### config.mk
export PLATFORM = sky130hd
export DESIGN_NAME = port_change_irq
export DESIGN_NICKNAME = d
export VERILOG_FILES = /design/src/rtl/port_change_irq.sv
export SDC_FILE = /design/constraint.sdc
export NUM_CORES = 1
export LEC_CHECK = 0
export CAP_MARGIN = 20
export CORE_ASPECT_RATIO = 1.25
export CORE_MARGIN = 1.5
export CORE_UTILIZATION = 39
export CTS_CLUSTER_DIAMETER = 40
export DETAILED_ROUTE_END_ITERATION = 7
export GPL_TIMING_DRIVEN = 1
export PLACE_DENSITY_LB_ADDON = 0.25
export SLEW_MARGIN = 30
export SYNTH_ARGS = -nofsm -noshare
export SYNTH_HDL_FRONTEND = slang
export SYNTH_SLANG_ARGS = --single-unit
### constraint.sdc
create_clock -name clk -period 1.45 [get_ports clk]
set_clock_uncertainty 0.1 [all_clocks]
set_input_delay 0.29 -clock clk [delete_from_list [all_inputs] [get_ports clk]]
set_output_delay 0.29 -clock clk [all_outputs]
set_load 0.01 [all_outputs]
### src/rtl/port_change_irq.sv
module port_change_irq #(
  parameter int WIDTH     = 8,
  parameter bit STICKY_EN = 1'b1
) (
  input  logic             clk,
  input  logic             rst,
  input  logic [WIDTH-1:0] pin_in,
  input  logic             rd_stb,
  input  logic             stop_stb,
  input  logic             latch_mode,
  output logic [WIDTH-1:0] rd_data,
  output logic [WIDTH-1:0] rd_chg,
  output logic             irq_n
);

  logic [WIDTH-1:0] meta_q, sync_q, snap_q, stk_q, diff;
  logic             rearm;

  assign rearm = rd_stb | stop_stb;
  assign diff  = sync_q ^ snap_q;

  always_ff @(posedge clk) begin
    meta_q <= pin_in;
    sync_q <= meta_q;
  end

  always_ff @(posedge clk) begin
    if (rst || rearm) snap_q <= sync_q;
  end

  generate
    if (STICKY_EN) begin : g_sticky
      always_ff @(posedge clk) begin
        if (rst || rearm) stk_q <= '0;
        else              stk_q <= stk_q | diff;
      end
    end else begin : g_nosticky
      assign stk_q = '0;
    end
  endgenerate

  assign rd_data = sync_q;
  assign rd_chg  = stk_q | diff;
  assign irq_n   = latch_mode ? ~|(stk_q | diff) : ~|diff;

  assert_snap_stable_R2: assert property (@(posedge clk) disable iff (rst)
    !rearm |=> $stable(snap_q));

  assert_rearm_loads_R4: assert property (@(posedge clk) disable iff (rst)
    rearm |=> (snap_q == $past(sync_q)) && (stk_q == '0));

  assert_sticky_holds_R6: assert property (@(posedge clk) disable iff (rst)
    !rearm |=> (($past(stk_q) & ~stk_q) == '0));

  assert_latched_irq_R7: assert property (@(posedge clk) disable iff (rst)
    (latch_mode && (stk_q != '0)) |-> !irq_n);

  assert_live_irq_R3: assert property (@(posedge clk) disable iff (rst)
    (!latch_mode && (sync_q == snap_q)) |-> irq_n);

endmodule

---- Word-level counts from Yosys, hierarchy flattened ----
Cells that the tools add are included.
storage, ports and cells
  bits in registers ....................... 32
  output and inout port bits .............. 17
  word-level logic and storage cells ...... 13
operators by class
  bitwise operators ....................... 3
  reductions and logical operators ........ 5
  mux-type cells .......................... 1
operators with widths
  cell              count
  $reduce_or 8->1   2
  $or 8x8->8        1
  $xor 8x8->8       1
  $logic_not 1->1   2
  $logic_or 1x1->1  1
  $mux 1            1
  $or 1x1->1        1

---- Logic depth before layout (Yosys ltp) ----
  word-level depth ........................ 5
  depth in mapped cells ................... 4

---- Worst setup path before layout ----
No wires, ideal clock.
  kind .................................... register to output
  from .................................... register snap_q[1]
  to ...................................... output port irq_n
  cell stages (with the launch flop) ...... 5
  required time ........................... 1.060 ns
  path slack .............................. -0.186 ns
  data arrival time ....................... 1.246 ns
  cells stage by stage .................... edfxtp_1 xnor2_1 nor2b_2 nand4_1 o41ai_2
between the ends
  cells in the longest elaborated chain, start to end .. 5
  elaborated cells on any way between the ends .. 7
  classes of those cells .................. mux (1); bitwise (2); reduce/logical (4)
RTL lines
  item                    RTL line  text
  start, declared         16        logic [WIDTH-1:0] meta_q, sync_q, snap_q, stk_q, diff;
  start signal, assigned  28        if (rst || rearm) snap_q <= sync_q;
  $xor 8x8->8 *           20        assign diff = sync_q ^ snap_q;
  $or 8x8->8              44        assign irq_n = latch_mode ? ~|(stk_q | diff) : ~|diff;
  $reduce_or 8->1         44
  $logic_not 1->1         44
  $mux 1 *                44
  end, declared           13        output logic irq_n
Mark *: on every way between the ends. The rest lies on a longest branch, timed or not.

---- Worst setup path in the final report ----
  from .................................... register snap_q[7]
  to ...................................... output port irq_n
Same word-level chain as after synthesis.

==> flow_metrics.env <==
export IMPL_use_met3_pct=9.82
export IMPL_status="complete, but fails checks"
export IMPL_nFillCells=169
export IMPL_io_pins=30
export IMPL_worstPathRequired_ns=1.06
export IMPL_vias=671
export IMPL_cts_htree_levels=2
export IMPL_tritoncts="done"
export IMPL_antenna_left=0
export IMPL_area_growth_pct=62.5
export IMPL_path_clk_slew_ns=0.08
export IMPL_grt_use_total_pct=15.1
export IMPL_die_h_um=58.6
export IMPL_antenna_found_initial=0
export IMPL_critPathSlowestCell="or4_4"
export IMPL_grt_ovfl_total=0
export IMPL_clock_latency_ns=0.32
export IMPL_p_per_area_nw_per_um2=1150
export IMPL_synth_fp_nets=85
export IMPL_post_dp_hpwl_um=1120
export IMPL_critPathLaunchType="flip-flop"
export IMPL_whs_ns=0.226
export IMPL_worstHoldPathType="reg2reg"
export IMPL_worst_path_buf_inv=1
export IMPL_period_needed_ns=2.13
export IMPL_grt_met2_usage_pct=22.6
export IMPL_ctsHoldBuffers=0
export IMPL_grt_setup_unrepaired="yes"
export IMPL_finalNetCount=139
export IMPL_maxCapViolCount=0
export IMPL_final_cell_mix="dfxtp_1, buf_4, clkdlybuf4s50_1"
export IMPL_grt_busiest_layer="met2"
export IMPL_setup_ws_ns=-0.683
export IMPL_viasPerCell=4.25
export IMPL_critical_path_top_delay_family="simple AND/OR/NAND/NOR gates"
export IMPL_syn_inst=72
export IMPL_path_class="reg2out"
export IMPL_arrival_ns=1.74
export IMPL_use_met1_pct=15.4
export IMPL_grt_pass1_vias=688
export IMPL_synth_avg_cell_area_um2=13.4
export IMPL_instances_no_fill=158
export IMPL_relSlewSlack_pct=85.0
export IMPL_violations="setup timing"
export IMPL_cts_root_buf="clkbuf_4"
export IMPL_clockBufferDepth=2
export IMPL_synth_cell_types=17
export IMPL_crit_path_end_kind="output port"
export IMPL_vdd_drop_max_mv=0.966
export IMPL_die_w_um=47.5
export IMPL_firstDrtPassIters=4
export IMPL_path_cells="xnor2_2 > nand3_1 > or4_4 > o41ai_4 > buf_2"
export IMPL_drt_total_wl_um=1730
export IMPL_routabilityCongestion=0.736
export IMPL_finalSetupViolations=9
export IMPL_grt_first_pass_wirelength_um=2750
export IMPL_fmax_mhz=469
export IMPL_drive_gt1_share_pct=54.3
export IMPL_hold_violations=0
export IMPL_synth_area_um2=965
export IMPL_routedWlPerCell_um=11.0
export IMPL_finalMaxSlewViolations=0
export IMPL_grt_max_degree=17
export IMPL_drt_iter0_drc=6
export IMPL_diodes=0
export IMPL_ys_ff_latch=32
export IMPL_worst_pin_slew_ns=0.224
export IMPL_fin_util_pct=69.4
export IMPL_critPathMaxStageDelay_ns=0.50
export IMPL_numCtsBuffers=5
export IMPL_cts_sinks=32
export IMPL_ys_warnings_count=0
export IMPL_start_util_pct=42.7
export IMPL_p_leak_nw=0.723
export IMPL_drc=0
export IMPL_dieArea_um2=2780
export IMPL_num_rows=19
export IMPL_port_buffers=29
export IMPL_fin_crit_sh_pct=147
export IMPL_place_inst=146
export IMPL_ys_seq_area_share_pct=74.7
export IMPL_worstPathMaxFanout=2
export IMPL_coreArea_um2=2260
[cell usage after synthesis]
| cell type | instances | area share (%) |
|---|---|---|
| o41ai_2 | 1 | 1.7 |
| and2b_1 | 1 | 0.78 |
| inv_1 | 7 | 2.7 |
| nand2_1 | 2 | 0.78 |
| or3_1 | 1 | 0.65 |
| edfxtp_1 | 8 | 25 |
| nor2b_2 | 3 | 2.7 |
| nand3_1 | 1 | 0.52 |
| xor2_1 | 1 | 0.91 |
| nand4_1 | 2 | 1.3 |
| xnor2_1 | 7 | 6.4 |
| nor2b_1 | 3 | 1.9 |
| nor2_1 | 8 | 3.1 |
| dfxtp_1 | 24 | 50 |
| or4_1 | 1 | 0.78 |
| clkbuf_1 | 1 | 0.39 |
| nand2b_1 | 1 | 0.65 |
[worst register-to-register path, cell delays in order, from the launching register on]
cell and delay, ns:
edfxtp_1 0.41, xnor2_2 0.19, nor2b_4 0.20, buf_6 0.11, buf_4 0.10, nor2_1 0.05
[power breakdown]
| group | switching (mW) | internal (mW) | total, mW |
|---|---|---|---|
| clock network | 0.254 | 0.186 | 0.440 |
| registers | 0.0312 | 0.969 | 1.00 |
| logic | 0.139 | 0.225 | 0.364 |
[what timing repair did]
action / 4_1_cts / 5_1_grt
gates resized for setup: 79 / 14
setup endpoints to repair: 17 / 14
hold endpoints to repair: 0 / 0
buffers inserted: 5 / 4
pin swaps: 11 / 6
gates cloned: 0 / 0
[metal layers]
metal	part of all wire, %	routed length, um	vias up
met5	0	0	-
met4	4.1	71	0
met3	7.8	135	8
met2	50	866	26
met1	38	659	299
li1	-	-	338
[flip-flops by register name, summed over array words and instances, names as in the netlist]
register / count
meta_q: 8
rd_data: 8
snap_q: 8
stk_q: 8
[stage by stage]
stage               total power [mW]  setup TNS [ns]  area (um^2)  worst slack [ns]
floorplan                       1.12          -0.125          983            -0.125
finish                          1.80           -2.85         1570            -0.683
global route                    1.90           -3.68         1570            -0.769
detailed placement              1.31           -4.94         1420            -0.853
CTS                             1.82           -3.20         1570            -0.704
global placement                1.30           -4.70         1420            -0.836
[cell families (layout without fill, tap and decap cells)]
family          Yosys count  after routing  synth area share [%]
simple gates             23             23                  13.2
flops                    32             32                  74.7
buf+inv                   8             63                  3.11
xor+xnor                  8              8                  7.26
compound gates            1              1                  1.69
[path summary, 6_finish.rpt]
kind | start | to | slack, ns | depth (start not counted)
setup / recovery | snap_q[7]$_DFFE_PP_ | irq_n | -0.68 | 5
hold / removal | meta_q[3]$_DFF_P_ | rd_data[3]$_DFF_P_ | 0.23 | 0
setup reg to reg | snap_q[3]$_DFFE_PP_ | stk_q[3]$_SDFF_PP0_ | 0.18 | 5
hold reg to reg | meta_q[3]$_DFF_P_ | rd_data[3]$_DFF_P_ | 0.23 | 0
[area by class of cell]
type | count | area, um^2 | share of cell area [%]
inverter | 7 | 26.3 | 1.68
timing repair buffer | 48 | 410 | 26.2
clock buffer | 7 | 45.0 | 2.87
sequential | 32 | 731 | 46.6
clock inverter | 1 | 3.75 | 0.239
multi-input combinational | 32 | 313 | 20.0
tap | 31 | 38.8 | 2.47
(Power assumes the default switching activity.)
